**config.mk**
```make
export PLATFORM = sky130hd
export DESIGN_NAME = fetch_queue
export DESIGN_NICKNAME = d
export VERILOG_FILES = /design/src/rtl/fetch_queue_pkg.sv /design/src/rtl/fq_addr_gen.sv /design/src/rtl/fq_byte_fifo.sv /design/src/rtl/fq_fetch_ctrl.sv /design/src/rtl/fetch_queue.sv
export SDC_FILE = /design/constraint.sdc
export NUM_CORES = 1
export LEC_CHECK = 0
export BUFFER_PORTS_ARGS = -buffer_cell sky130_fd_sc_hd__buf_4
export CAP_MARGIN = 25
export CORE_MARGIN = 8
export CORE_UTILIZATION = 45
export CTS_CLUSTER_SIZE = 8
export DETAILED_ROUTE_END_ITERATION = 8
export MAX_ROUTING_LAYER = met4
export PLACE_DENSITY = 0.68
export REMOVE_ABC_BUFFERS = 1
export SLEW_MARGIN = 0
export SYNTH_ARGS = -nofsm -noshare
export SYNTH_HDL_FRONTEND = slang
export SYNTH_SLANG_ARGS = --single-unit
```
**constraint.sdc**
```tcl
create_clock -name clk_i -period 2.2 [get_ports clk_i]
set_input_delay 0.33 -clock clk_i [delete_from_list [all_inputs] [get_ports clk_i]]
set_output_delay 0.33 -clock clk_i [all_outputs]
set_load 0.01 [all_outputs]
```
**src/rtl/fetch_queue_pkg.sv**
```systemverilog
package fetch_queue_pkg;
  localparam int BYTE_W = 8;
  localparam int WORD_W = 16;

  typedef logic [BYTE_W-1:0] byte_t;

  typedef enum logic [1:0] {
    PUSH_NONE = 2'd0,
    PUSH_ONE  = 2'd1,
    PUSH_TWO  = 2'd2
  } push_e;
endpackage

```
**src/rtl/fq_addr_gen.sv**
```systemverilog
module fq_addr_gen #(
  parameter int SEG_W = 16,
  parameter int OFF_W = 16,
  parameter int PA_W  = 20
) (
  input  logic [SEG_W-1:0] seg_i,
  input  logic [OFF_W-1:0] off_i,
  output logic [PA_W-1:0]  paddr_o
);
  localparam int SHIFT = PA_W - SEG_W;
  localparam int OPAD  = PA_W - OFF_W;

  logic [PA_W-1:0] seg_sh;
  logic [PA_W-1:0] off_ext;

  assign seg_sh  = {seg_i, {SHIFT{1'b0}}};
  assign off_ext = {{OPAD{1'b0}}, off_i};
  // sum truncated to PA_W: carry out dropped
  assign paddr_o = seg_sh + off_ext;
endmodule

```
**src/rtl/fq_byte_fifo.sv**
```systemverilog
module fq_byte_fifo
  import fetch_queue_pkg::*;
#(
  parameter int DEPTH = 6
) (
  input  logic                           clk_i,
  input  logic                           rst_ni,
  input  logic                           clr_i,
  input  logic [1:0]                     wr_n_i,
  input  byte_t                          wr_b0_i,
  input  byte_t                          wr_b1_i,
  input  logic                           rd_i,
  output byte_t                          rd_data_o,
  output logic [$clog2(DEPTH+1)-1:0]     cnt_o
);
  localparam int IW = $clog2(DEPTH);
  localparam int CW = $clog2(DEPTH+1);

  byte_t           slot_q [DEPTH];
  logic [IW-1:0]   wr_ptr_q, rd_ptr_q, wr_ptr_p1;
  logic [CW-1:0]   cnt_q;

  function automatic logic [IW-1:0] wrap_inc(input logic [IW-1:0] p);
    return (int'(p) == DEPTH-1) ? '0 : p + 1'b1;
  endfunction

  assign wr_ptr_p1 = wrap_inc(wr_ptr_q);

  for (genvar g = 0; g < DEPTH; g++) begin : g_slot
    always_ff @(posedge clk_i or negedge rst_ni) begin
      if (!rst_ni) begin
        slot_q[g] <= '0;
      end else if (!clr_i) begin
        if (wr_n_i != 2'd0 && wr_ptr_q == IW'(g)) begin
          slot_q[g] <= wr_b0_i;
        end else if (wr_n_i == 2'd2 && wr_ptr_p1 == IW'(g)) begin
          slot_q[g] <= wr_b1_i;
        end
      end
    end
  end

  always_ff @(posedge clk_i or negedge rst_ni) begin
    if (!rst_ni) begin
      wr_ptr_q <= '0;
      rd_ptr_q <= '0;
      cnt_q    <= '0;
    end else if (clr_i) begin
      wr_ptr_q <= '0;
      rd_ptr_q <= '0;
      cnt_q    <= '0;
    end else begin
      case (wr_n_i)
        2'd1:    wr_ptr_q <= wr_ptr_p1;
        2'd2:    wr_ptr_q <= wrap_inc(wr_ptr_p1);
        default: wr_ptr_q <= wr_ptr_q;
      endcase
      if (rd_i) rd_ptr_q <= wrap_inc(rd_ptr_q);
      cnt_q <= cnt_q + CW'(wr_n_i) - CW'(rd_i);
    end
  end

  assign rd_data_o = slot_q[rd_ptr_q];
  assign cnt_o     = cnt_q;
endmodule

```
**src/rtl/fq_fetch_ctrl.sv**
```systemverilog
module fq_fetch_ctrl
  import fetch_queue_pkg::*;
#(
  parameter int OFF_W = 16,
  parameter int CW    = 3
) (
  input  logic              clk_i,
  input  logic              rst_ni,
  input  logic              flush_i,
  input  logic [OFF_W-1:0]  flush_off_i,
  input  logic [CW-1:0]     free_i,
  output logic              req_valid_o,
  input  logic              req_ready_i,
  input  logic              resp_valid_i,
  input  logic [WORD_W-1:0] resp_data_i,
  output logic [OFF_W-1:0]  off_o,
  output push_e             push_n_o,
  output byte_t             push_b0_o,
  output byte_t             push_b1_o
);
  logic             pend_q;   // read accepted, response not yet seen
  logic             drop_q;   // outstanding response is stale
  logic [OFF_W-1:0] off_q;
  logic             fire, take, odd;

  assign odd         = off_q[0];
  assign req_valid_o = !pend_q && (free_i >= CW'(2)) && !flush_i;
  assign fire        = req_valid_o && req_ready_i;
  assign take        = resp_valid_i && pend_q && !drop_q && !flush_i;

  always_comb begin
    push_n_o  = PUSH_NONE;
    push_b0_o = resp_data_i[BYTE_W-1:0];
    push_b1_o = resp_data_i[WORD_W-1:BYTE_W];
    if (take) begin
      if (odd) begin
        push_n_o  = PUSH_ONE;
        push_b0_o = resp_data_i[WORD_W-1:BYTE_W];
      end else begin
        push_n_o  = PUSH_TWO;
      end
    end
  end

  always_ff @(posedge clk_i or negedge rst_ni) begin
    if (!rst_ni) begin
      pend_q <= 1'b0;
      drop_q <= 1'b0;
      off_q  <= '0;
    end else if (flush_i) begin
      off_q  <= flush_off_i;
      pend_q <= pend_q && !resp_valid_i;
      drop_q <= pend_q && !resp_valid_i;
    end else begin
      if (fire) begin
        pend_q <= 1'b1;
      end else if (resp_valid_i && pend_q) begin
        pend_q <= 1'b0;
        drop_q <= 1'b0;
      end
      if (take) off_q <= off_q + (odd ? OFF_W'(1) : OFF_W'(2));
    end
  end

  assign off_o = off_q;
endmodule

```
**src/rtl/fetch_queue.sv**
```systemverilog
module fetch_queue
  import fetch_queue_pkg::*;
#(
  parameter int DEPTH = 6,
  parameter int SEG_W = 16,
  parameter int OFF_W = 16,
  parameter int PA_W  = 20
) (
  input  logic              clk_i,
  input  logic              rst_ni,
  input  logic [SEG_W-1:0]  cs_i,
  input  logic              flush_i,
  input  logic [OFF_W-1:0]  flush_off_i,
  output logic              req_valid_o,
  input  logic              req_ready_i,
  output logic [PA_W-1:0]   req_addr_o,
  input  logic              resp_valid_i,
  input  logic [WORD_W-1:0] resp_data_i,
  output logic              out_valid_o,
  input  logic              out_ready_i,
  output logic [BYTE_W-1:0] out_byte_o
);
  localparam int CW = $clog2(DEPTH+1);

  logic [OFF_W-1:0] off;
  logic [PA_W-1:0]  paddr;
  logic [CW-1:0]    q_cnt, q_free;
  push_e            push_n;
  byte_t            push_b0, push_b1;
  logic             pop;

  assign q_free      = CW'(DEPTH) - q_cnt;
  assign out_valid_o = (q_cnt != '0) && !flush_i;
  assign pop         = out_valid_o && out_ready_i;
  assign req_addr_o  = {paddr[PA_W-1:1], 1'b0};

  fq_addr_gen #(.SEG_W(SEG_W), .OFF_W(OFF_W), .PA_W(PA_W)) u_agen (
    .seg_i   (cs_i),
    .off_i   (off),
    .paddr_o (paddr)
  );

  fq_fetch_ctrl #(.OFF_W(OFF_W), .CW(CW)) u_ctrl (
    .clk_i        (clk_i),
    .rst_ni       (rst_ni),
    .flush_i      (flush_i),
    .flush_off_i  (flush_off_i),
    .free_i       (q_free),
    .req_valid_o  (req_valid_o),
    .req_ready_i  (req_ready_i),
    .resp_valid_i (resp_valid_i),
    .resp_data_i  (resp_data_i),
    .off_o        (off),
    .push_n_o     (push_n),
    .push_b0_o    (push_b0),
    .push_b1_o    (push_b1)
  );

  fq_byte_fifo #(.DEPTH(DEPTH)) u_fifo (
    .clk_i     (clk_i),
    .rst_ni    (rst_ni),
    .clr_i     (flush_i),
    .wr_n_i    (push_n),
    .wr_b0_i   (push_b0),
    .wr_b1_i   (push_b1),
    .rd_i      (pop),
    .rd_data_o (out_byte_o),
    .cnt_o     (q_cnt)
  );
endmodule

```
==> impl_metrics.csv <==
group,metric,value,unit
synth,synth_edf_count,0,
drt,wire_per_inst,17.1,µm
synth,ys_warn_count,0,
timing,setup-violations-final,11,
power_and_ir_drop,max-vdd-ir-drop,0.381,mV
timing,fin_crit_sh,120,%
layout,fin_util,62.7,%
synth,netlist_area,4940,µm²
drt,firstDrtPassIters,4,
synth,yosysSeqAreaShare,38.0,%
synth,synth_area_per_cell,9.03,µm²
clock_tree,cts_buffers,9,
clock_tree,cts_buffer_depth,2,
die,die-area,14600,µm²
worst_setup_path,cp-start-kind,"flip-flop",
timing,rsz0062_at_grt,"yes",
clock_tree,cts_sinks,75,
timing,hold_viol_final,0,
worst_setup_path,slowest_delay,360,ps
worst_setup_path,crit_family,"simple AND/OR/NAND/NOR gates",
timing,drv_slew,0,
timing,post-route-min-period,2650,ps
global_routing,gr-usage-all-layers,19.8,%
power_and_ir_drop,powerDensity,782,nW/µm²
placement,place_hpwl,10100,µm
drt,vias,4662,
placement,port_buffers,82,
layout,antenna-diode-count,0,
clock_tree,htree_levels,3,
drt,drt_iter0_markers,231,
synth,synthDistinctLibCells,52,
timing,max_freq,0.378,GHz
flow_run,maxCapViolCount,0,
hold_path,worstHoldPathType,"input port to flip-flop",
power_and_ir_drop,p_leak,0.00301,µW
clock_tree,root_buffer,"clkbuf_8",
global_routing,grt_pass1_wl,22900,µm
layout,nNetsFinal,770,
layout,final_common_cell,"buf_4",
layout,layout_common_cells,"156 x buf_4, 79 x nor2_1, 75 x dfrtp_1",
global_routing,grt_max_degree,40,
die,fp-row-count,38,
drt,antenna_left,0,
status,violations,"negative setup slack",
synth,synthFlopType,"dfrtp_1",
placement,dp_cells,805,
layout,design_area,6770,µm²
worst_setup_path,worstPathRequired,1870,ps
worst_setup_path,crit_fanout,3,
die,ios,84,
global_routing,gr-total-overflow,0,
worst_setup_path,worstSetupEndpointType,"output pin",
worst_setup_path,critPathBufInv,2,
layout,drive_gt1_share,35.9,%
clock_tree,clk_pin_slew,80,ps
drt,drc,0,
timing,timing.setup.tns,-3260,ps
die,core_area,10800,µm²
worst_setup_path,path_class,"flip-flop to output pin",
synth,ys_ff_latch,75,
die,start_util,45.8,%
placement,gp_congestion,0.895,
timing,fin_ws,-447,ps
drt,vias_per_cell,5.57,
die,die_h,121,µm
clock_tree,clkLatencyLatePin,340,ps
timing,worst_pin_slew,565,ps
layout,stdcell_count,837,
placement,post_dp_cell_area,6090,µm²
layout,fillers,889,
worst_setup_path,crit_arrival,2320,ps
synth,async_flop_share,100,%
worst_setup_path,path_cells,"ha_2 > inv_2 > fa_2 > nand2b_4 > a211oi_4 > nor2_2 > or3_1 > nand4_1 > buf_4",
status,outcome,"complete, but fails checks",
drt,finalWirelength,14300,µm
worst_setup_path,slowest_stage,"dfrtp_1",
layout,area_growth,37.0,%
clock_tree,cts_tree,"built",
timing,slew_headroom,62.1,%
die,die_width,121,µm
global_routing,grt_pass1_vias,4700,
global_routing,antenna_found_initial,0,
synth,syn-instance-count,547,
timing,clock_skew,7.79,ps
## where the power goes
part           switching [µW]  internal [µW]  total (µW)
Sequential                179           1640        1820
Clock                     532            637        1170
Combinational            1020           1280        2310
## final timing paths
path                              startpoint                 end  slack (ps)  depth (start not counted)
min                           flush_off_i[4]     u_ctrl.off_o[4]         200                          3
max reg2reg                  u_fifo.cnt_o[1]     u_fifo.cnt_o[1]          70                         11
min in group asynchronous             rst_ni   u_fifo.slot_q[12]         510                          2
min reg2reg                u_fifo.slot_q[12]   u_fifo.slot_q[12]         500                          2
max                          u_ctrl.off_o[4]      req_addr_o[14]        -450                          9
max in group asynchronous             rst_ni  u_fifo.rd_ptr_q[2]        1110                          3
## sequential cells by signal (all words and copies together) (netlist names)
name / cells
u_ctrl.off_o: 16
u_ctrl.drop_q: 1
u_ctrl.pend_q: 1
u_fifo.slot_q: 48
u_fifo.cnt_o: 3
u_fifo.wr_ptr_q: 3
u_fifo.rd_ptr_q: 3
## area by class of cell
cell class | count | area (µm²) | share of cell area [%]
Multi-Input combinational cell | 419 | 3130 | 46.2
Sequential cell | 75 | 1880 | 27.7
Timing Repair Buffer | 164 | 1290 | 19.0
Tap cell | 140 | 175 | 2.59
Clock buffer | 9 | 124 | 1.83
Clock inverter | 6 | 90.1 | 1.33
Inverter | 24 | 90.1 | 1.33
## layer usage
layer / vias to the layer above / global-route usage (%) / wire [µm]
li1: 2227 / - / -
met1: 2297 / 23.4 / 5960
met2: 125 / 34.9 / 7560
met3: 13 / 2.28 / 632
met4: 0 / 5.46 / 170
met5: - / - / 0
## worst reg2reg max path: stages (launching register included)
cell and delay, ps:
dfrtp_1 390, inv_2 90, ha_4 160, nand2b_4 60, nor2b_4 120, and2_4 150, ha_4 210, inv_2 40
ha_2 150, inv_2 40, fa_2 560, nor2_1 40
## cell families after synthesis
group,synth area share (%)
XOR/XNOR,5.32
AO/OA/AOI/OAI,16.8
multiplexers,11.0
flip-flops,38.0
AND/OR/NAND/NOR,17.4
adder cells (fa/ha/maj),6.13
buffers and inverters,5.32
other,0.0759
## what timing repair did
| action | CTS | global route |
|---|---|---|
| gates cloned | 0 | 0 |
| setup buffers | 11 | 5 |
| hold buffers | 1 | 0 |
| endpoints found under the hold margin | 38 | 0 |
| endpoints found under the setup margin | 14 | 36 |
| pin swaps | 12 | 12 |
| resized for setup | 39 | 27 |
## per-stage QoR
stage,total power [µW],worst slack [ps],hold slack (ps)
floorplan,2880,-198,34.4
global placement,3710,-311,339
detailed placement,3770,-304,349
CTS,5180,-482,191
global route,5590,-562,194
finish,5300,-447,205
## synth_stat cells (2+ instances only)
library cell | instances | area (µm²)
a211oi_1 | 2 | 15.0
a21o_1 | 6 | 45.0
a21oi_1 | 28 | 140
a21oi_2 | 8 | 70.1
a31oi_1 | 7 | 43.8
and2_1 | 5 | 31.3
and3_1 | 7 | 43.8
buf_2 | 9 | 45.0
buf_4 | 6 | 45.0
buf_6 | 4 | 45.0
clkbuf_1 | 10 | 37.5
dfrtp_1 | 75 | 1880
fa_1 | 2 | 40.0
ha_1 | 21 | 263
inv_1 | 23 | 86.3
mux2_2 | 2 | 22.5
mux2i_1 | 34 | 340
mux4_2 | 8 | 180
nand2_1 | 44 | 165
nand2b_1 | 4 | 25.0
nand3_1 | 7 | 35.0
nand4_1 | 6 | 37.5
nor2_1 | 80 | 300
nor2b_1 | 9 | 56.3
nor3_1 | 9 | 45.0
nor3b_1 | 5 | 37.5
o211ai_1 | 6 | 45.0
o21ai_0 | 29 | 145
o21ai_1 | 7 | 35.0
o21bai_1 | 2 | 15.0
o22ai_1 | 33 | 206
xnor2_1 | 16 | 140
xor2_1 | 14 | 123
Power figures use the tool's default switching activity.
